File: config.mk
export PLATFORM = sky130hd
export DESIGN_NAME = cfb_pwm_adc
export DESIGN_NICKNAME = d
export VERILOG_FILES = /design/src/rtl/cfb_pwm_adc_pkg.sv /design/src/rtl/cfb_pwm_adc_sync.sv /design/src/rtl/cfb_pwm_adc_timer.sv /design/src/rtl/cfb_pwm_adc_counters.sv /design/src/rtl/cfb_pwm_adc.sv
export SDC_FILE = /design/constraint.sdc
export NUM_CORES = 1
export LEC_CHECK = 0
export ABC_AREA = 1
export BUFFER_PORTS_ARGS = -buffer_cell sky130_fd_sc_hd__buf_2
export CORE_MARGIN = 2
export CORE_UTILIZATION = 52
export DETAILED_ROUTE_END_ITERATION = 16
export PLACE_DENSITY = 0.74
export SETUP_SLACK_MARGIN = 0.5
export SYNTH_ARGS = -nofsm -noshare
export SYNTH_HDL_FRONTEND = slang
export SYNTH_SLANG_ARGS = --single-unit
File: constraint.sdc
create_clock -name clk -period 1.4 [get_ports clk]
set_clock_uncertainty 0.05 [all_clocks]
set_input_delay 0.07 -clock clk [delete_from_list [all_inputs] [get_ports clk]]
set_output_delay 0.07 -clock clk [all_outputs]
set_load 0.05 [all_outputs]
File: src/rtl/cfb_pwm_adc_pkg.sv
package cfb_pwm_adc_pkg;

    typedef enum logic [1:0] {
        ST_IDLE = 2'd0,
        ST_RUN  = 2'd1,
        ST_GAP  = 2'd2
    } seq_state_e;

    typedef struct packed {
        logic en;
        logic level;
    } rc_drive_t;

    localparam rc_drive_t DRIVE_OFF  = '{en: 1'b0, level: 1'b0};
    localparam rc_drive_t DRIVE_HIGH = '{en: 1'b1, level: 1'b1};

    function automatic int phase_width(input int period);
        return (period > 1) ? $clog2(period) : 1;
    endfunction

endpackage

File: src/rtl/cfb_pwm_adc_sync.sv
module cfb_pwm_adc_sync #(
    parameter int STAGES = 2
) (
    input  logic clk,
    input  logic rst,
    input  logic d,
    output logic q
);
    logic [STAGES-1:0] chain;

    generate
        if (STAGES == 1) begin : g_one
            always_ff @(posedge clk) begin
                if (rst) chain <= '0;
                else     chain <= d;
            end
        end else begin : g_many
            always_ff @(posedge clk) begin
                if (rst) chain <= '0;
                else     chain <= {chain[STAGES-2:0], d};
            end
        end
    endgenerate

    assign q = chain[STAGES-1];
endmodule

File: src/rtl/cfb_pwm_adc_timer.sv
module cfb_pwm_adc_timer #(
    parameter int PERIOD = 20,
    parameter int PH_W   = 5
) (
    input  logic            clk,
    input  logic            rst,
    input  logic            run,
    output logic            first,
    output logic            last,
    output logic [PH_W-1:0] phase
);
    localparam logic [PH_W-1:0] PH_LAST = PH_W'(PERIOD - 1);

    always_ff @(posedge clk) begin
        if (rst || !run)          phase <= '0;
        else if (phase == PH_LAST) phase <= '0;
        else                       phase <= phase + 1'b1;
    end

    assign first = run && (phase == '0);
    assign last  = run && (phase == PH_LAST);

    // the phase never leaves the period
    a_r3_phase_bound: assert property (@(posedge clk) disable iff (rst)
        phase <= PH_LAST);
endmodule

File: src/rtl/cfb_pwm_adc_counters.sv
module cfb_pwm_adc_counters #(
    parameter int CNT_W = 8
) (
    input  logic             clk,
    input  logic             rst,
    input  logic             load,
    input  logic             step,
    input  logic             step_low,
    output logic [CNT_W-1:0] low_cnt,
    output logic             tot_zero
);
    localparam logic [CNT_W-1:0] FULL = '1;

    logic [CNT_W-1:0] tot_cnt;

    always_ff @(posedge clk) begin
        if (rst || load) begin
            tot_cnt <= FULL;
            low_cnt <= FULL;
        end else if (step) begin
            if (tot_cnt != '0)
                tot_cnt <= tot_cnt - 1'b1;
            if (step_low && (low_cnt != '0))
                low_cnt <= low_cnt - 1'b1;
        end
    end

    assign tot_zero = (tot_cnt == '0);

    // low counter holds at zero until the next load
    a_r6_low_saturates: assert property (@(posedge clk) disable iff (rst)
        (!load && low_cnt == '0) |=> low_cnt == '0);

    // low decrements never outrun sample decrements
    a_r6_low_ge_total: assert property (@(posedge clk) disable iff (rst)
        low_cnt >= tot_cnt);
endmodule

File: src/rtl/cfb_pwm_adc.sv
module cfb_pwm_adc
    import cfb_pwm_adc_pkg::*;
#(
    parameter int CLK_PER_SAMPLE = 20,
    parameter int CNT_W          = 8,
    parameter int SYNC_STAGES    = 2
) (
    input  logic             clk,
    input  logic             rst,
    input  logic             start,
    input  logic             cmp_in,
    output logic             drv_level,
    output logic             drv_en,
    output logic [CNT_W-1:0] result,
    output logic             done
);
    localparam int PH_W = phase_width(CLK_PER_SAMPLE);

    seq_state_e       state;
    logic             meas_pass;
    rc_drive_t        drv;
    logic [CNT_W-1:0] result_q;
    logic             done_q;

    logic             cmp_s;
    logic             run;
    logic             ph_first;
    logic             ph_last;
    logic [PH_W-1:0]  phase;
    logic             load;
    logic [CNT_W-1:0] low_cnt;
    logic             tot_zero;
    logic             pass_end;

    cfb_pwm_adc_sync #(.STAGES(SYNC_STAGES)) u_sync (
        .clk (clk),
        .rst (rst),
        .d   (cmp_in),
        .q   (cmp_s)
    );

    assign run = (state == ST_RUN);

    cfb_pwm_adc_timer #(.PERIOD(CLK_PER_SAMPLE), .PH_W(PH_W)) u_timer (
        .clk   (clk),
        .rst   (rst),
        .run   (run),
        .first (ph_first),
        .last  (ph_last),
        .phase (phase)
    );

    assign load = ((state == ST_IDLE) && start) || (state == ST_GAP);

    cfb_pwm_adc_counters #(.CNT_W(CNT_W)) u_cnt (
        .clk      (clk),
        .rst      (rst),
        .load     (load),
        .step     (ph_first),
        .step_low (ph_first && !cmp_s),
        .low_cnt  (low_cnt),
        .tot_zero (tot_zero)
    );

    assign pass_end = ph_last && tot_zero;

    always_ff @(posedge clk) begin
        if (rst) begin
            state     <= ST_IDLE;
            meas_pass <= 1'b0;
            drv       <= DRIVE_OFF;
            result_q  <= '0;
            done_q    <= 1'b0;
        end else begin
            done_q <= 1'b0;
            case (state)
                ST_IDLE: begin
                    if (start) begin
                        state     <= ST_RUN;
                        meas_pass <= 1'b0;
                        drv       <= DRIVE_HIGH;
                    end
                end
                ST_RUN: begin
                    if (ph_first)
                        drv.level <= cmp_s;
                    if (pass_end) begin
                        drv <= DRIVE_OFF;
                        if (meas_pass) begin
                            state    <= ST_IDLE;
                            result_q <= low_cnt;
                            done_q   <= 1'b1;
                        end else begin
                            state <= ST_GAP;
                        end
                    end
                end
                ST_GAP: begin
                    state     <= ST_RUN;
                    meas_pass <= 1'b1;
                    drv       <= DRIVE_HIGH;
                end
                default: state <= ST_IDLE;
            endcase
        end
    end

    assign drv_level = drv.level;
    assign drv_en    = drv.en;
    assign result    = result_q;
    assign done      = done_q;

    // level frozen inside a sample period
    a_r3_drive_held: assert property (@(posedge clk) disable iff (rst)
        (state == ST_RUN && int'(phase) >= 2) |-> $stable(drv.level));

    // a released pin carries a low data level
    a_r5_off_is_low: assert property (@(posedge clk) disable iff (rst)
        !drv.en |-> !drv.level);

    // the gap between passes keeps the pin released
    a_r5_gap_released: assert property (@(posedge clk) disable iff (rst)
        (state == ST_GAP) |-> !drv.en);

    // done lasts a single cycle
    a_r7_done_single: assert property (@(posedge clk) disable iff (rst)
        done_q |=> !done_q);

    // result moves only together with done
    a_r7_result_holds: assert property (@(posedge clk) disable iff (rst)
        !done_q |-> $stable(result_q));
endmodule

==> reports/results.tsv <==
stage	metric	value	unit
status	status	finished, violations left	
status	failing checks	negative setup slack	
cts	clock buffer depth	2	
logic_synthesis	Cells after Synth	220	
timing	Slew @ Worst Pin	0.3659	ns
critical_path	CP endpoint kind	flip-flop	
placed_design	number of port buffers	14	
timing	Fmax	643.0	MHz
layout	area occupied by multi-input gates	0.001137	sq mm
logic_synthesis	top post-synthesis cells by area	dfxtp_1 (43%), inv_1 (7.4%), nand2_1 (7.2%), nand3_1 (7.0%), ha_1 (4.4%)	
critical_path	worst path required time	1.59	ns
hold_path	Worst Hold Depth	4	
pwr	Sw Pwr	0.6618	mW
placed_design	GP Congestion	0.7818	
detailed_routing	WL/cell	17.01	um
run	Max Cap Viol	0	
cts	Num CTS Buffers	5	
floorplanning	Die Y-Extent	61.60	um
critical_path	r2r startpoint	u_timer.phase[0]	
timing	Max-Slew Margin vs Limit	0.7558	
critical_path	CP max stage cell	dfxtp_4	
layout	Synth-to-Final Area Change	59.97	%
layout	sequential cell area	769.5	sq um
logic_synthesis	list of most frequent post-synthesis cells	dfxtp_1 (37), inv_1 (34), nand2_1 (33)	
cts	Worst-path clk slew	0.12	ns
detailed_routing	vias per cell	5.509	
hold_path	Worst Min Path Start	rst	
critical_path	Max FO, Critical Path	3	
timing	Final Hold Viols	0	
timing	TNS Setup	-2.062	ns
critical_path	delay-heaviest family, CP	simple AND/OR/NAND/NOR gates	
critical_path	CP dominant cell by count	nand2_2	
detailed_routing	Post-route DRC	0	
floorplanning	Cell Rows	20	
floorplanning	Initial Util	0.5560	
pwr	Pwr Total	2.165	mW
cts	CTS tree	done	
cts	Skew-Pair Late Insertion Delay	0.35	ns
pwr	Pint	1.503	mW
detailed_routing	DR pass1 iterations	4	
layout	layout cells sized above 1	0.5455	
timing	max-slew violation count	0	
pwr	leak pwr	1.174	nW
critical_path	CP Class	flip-flop to flip-flop	
grt	GR Overflow Total	0	
grt	Total Routing Usage GR	0.2567	
pwr	Power Density	784.3	mW/mm^2
logic_synthesis	Post-synth EDFFs	0	
pwr	Reg power frac	0.520	
placed_design	dpl ws	-0.1267	ns
logic_synthesis	number of distinct library cells after synthesis	32	
timing	Period minus WS final	1.555	ns
timing	Setup violations, final	23	
floorplanning	full die area	0.003795	sq mm
timing	RSZ-0062 raised after global routing	true	
logic_synthesis	Seq/Total Area, Yosys	0.4293	
critical_path	data arrival time of the worst path	1.74	ns
logic_synthesis	Async SR Flop Fraction	0	
cts	CTS H-tree lvls	2	
hold_path	Worst Hold Path EP	u_timer.phase[0]	
grt	initial antenna violation count	0	
detailed_routing	antenna-violating nets left	0	
logic_synthesis	synth warn	0	
floorplanning	Die W	61.60	um
floorplanning	core area	0.003103	sq mm
floorplanning	io pins	15	
layout	Post-Layout Cell Count	330	
pwr	combinational share of power	0.224	
critical_path	critical path cell sequence	ha_4 > nand2_2 > inv_2 > nand2_4 > nor2_4 > nand2_2 > nand2_2 > nand2_1 > nor4_1	
critical_path	Critical R2R Capture	state[1]	
critical_path	FF-to-FF path depth	9	
cts	root buffer cell	clkbuf_4	
logic_synthesis	mean post-synth cell area	7.843	sq um
critical_path	critical path's largest stage delay	0.40	ns
detailed_routing	final WL	5613	um
cts	CTS Sinks	37	
layout	nets	295	
logic_synthesis	Synth Cell Area	0.001725	sq mm
logic_synthesis	top_reg_cell synth	dfxtp_1	
timing	worst setup margin	-0.1553	ns
grt	largest net degree at the start of global routing	13	
layout	ANT cells	0	
hold_path	Worst Hold Class	input pin to flip-flop	
logic_synthesis	Yosys top cell area share	0.4293	
logic_synthesis	Synth Net Count	230	
grt	global-route wire length before repair	7044	um
pwr	Peak VDD IR	696.8	uV
layout	# fillers	142	
detailed_routing	drt initial violations	131	
critical_path	setup slack, reg-to-reg	-0.16	ns
logic_synthesis	most common cell in the netlist	dfxtp_1	
logic_synthesis	area leader, netlist	dfxtp_1	
timing	fin crit share	1.111	
placed_design	dpl cells	302	
critical_path	crit start category	flip-flop	
logic_synthesis	Yosys reg bits	37	
timing	hold_ws	0.07342	ns
critical_path	WP buf/inv	1	
placed_design	placed wire-length estimate	2506	um
pwr	power share of the clock group	0.257	
grt	vias in the first global route	1597	
detailed_routing	Vias	1818	
pwr	switching power share of the total	0.3057	
## registers in the layout (all words and copies together), names as in the netlist
signal         count
drv_level          1
state              2
done               1
result             8
u_cnt.low_cnt      8
u_sync.chain       2
meas_pass          1
u_cnt.tot_cnt      8
u_timer.phase      5
drv_en             1
## layer usage
| layer | wire length, um | global-route usage | up-vias |
|---|---|---|---|
| met2 | 2885 | 0.4541 | 78 |
| met3 | 297 | 0.06513 | 29 |
| met4 | 301 | 0.1155 | 0 |
| li1 | - | - | 845 |
| met5 | 0 | 0 | - |
| met1 | 2128 | 0.2881 | 866 |
## area by class of cell
cell class / count / share of cell area
clock buffers: 8 / 0.01768
inverters: 37 / 0.05394
multi-input cells: 144 / 0.4121
flip-flops and latches: 37 / 0.2788
well taps: 44 / 0.01995
repair buffers: 60 / 0.2176
## worst max path at each step
stage                     startpoint               end  slack (ns)  cells after the start
global route        u_timer.phase[0]          state[1]       -0.33                      9
floorplan           u_timer.phase[0]  u_cnt.low_cnt[6]        0.05                      9
finish              u_timer.phase[0]          state[1]       -0.16                      9
detailed placement  u_timer.phase[1]         result[3]       -0.13                      8
global placement    u_timer.phase[0]         result[4]       -0.07                      8
CTS                 u_timer.phase[1]          state[1]       -0.02                      9
## cells in the final DEF, fill, tap and decap left out, drive strengths merged, types with 2 or more instances in the layout
cell type	count
buf	58
inv	37
dfxtp	37
nand2	35
nor2	28
nand3	27
a21oi	13
o21ai	11
clkbuf	8
o211ai	6
ha	6
nand4	5
xor2	4
xnor2	2
dlygate4sd3	2
nor3	2
## through the flow
stage / util / cell area [sq um]
after global placement: 0.6871 / 2132
after detailed placement: 0.6871 / 2132
after global routing: 0.8895 / 2760
final: 0.8895 / 2760
after floorplan: - / 1809
after CTS: 0.8145 / 2527
## kinds of logic (layout without fill, tap and decap cells)
group,count (synthesis),after routing,synth area share
XOR/XNOR,6,6,0.03046
AO/OA/AOI/OAI,33,33,0.1218
adder cells (fa/ha/maj),6,6,0.04351
buffers and inverters,41,105,0.09499
flip-flops,37,37,0.4293
AND/OR/NAND/NOR,97,99,0.2799
## power groups by stage
stage | logic [mW] | registers (mW) | clock network (mW)
2_1_floorplan | 0.191 | 1.16 | 0
3_3_place_gp | 0.317 | 1.14 | 0
3_5_place_dp | 0.323 | 1.14 | 0
4_1_cts | 0.400 | 1.12 | 0.544
5_1_grt | 0.512 | 1.13 | 0.601
6_report | 0.484 | 1.13 | 0.555
## repair_timing
action,4_1_cts,5_1_grt
setup endpoints to repair,46,46
hold buffers,2,0
resized for setup,78,46
cloned,2,0
pin swaps,10,11
buffers inserted,6,10
hold endpoints to repair,6,0
## tightest hold or removal path, cell delays in order
cell     delay (ns)
buf_2          0.13
inv_1          0.09
nand3_4        0.12
nor2_4         0.04
Power figures use the tool's default switching activity.
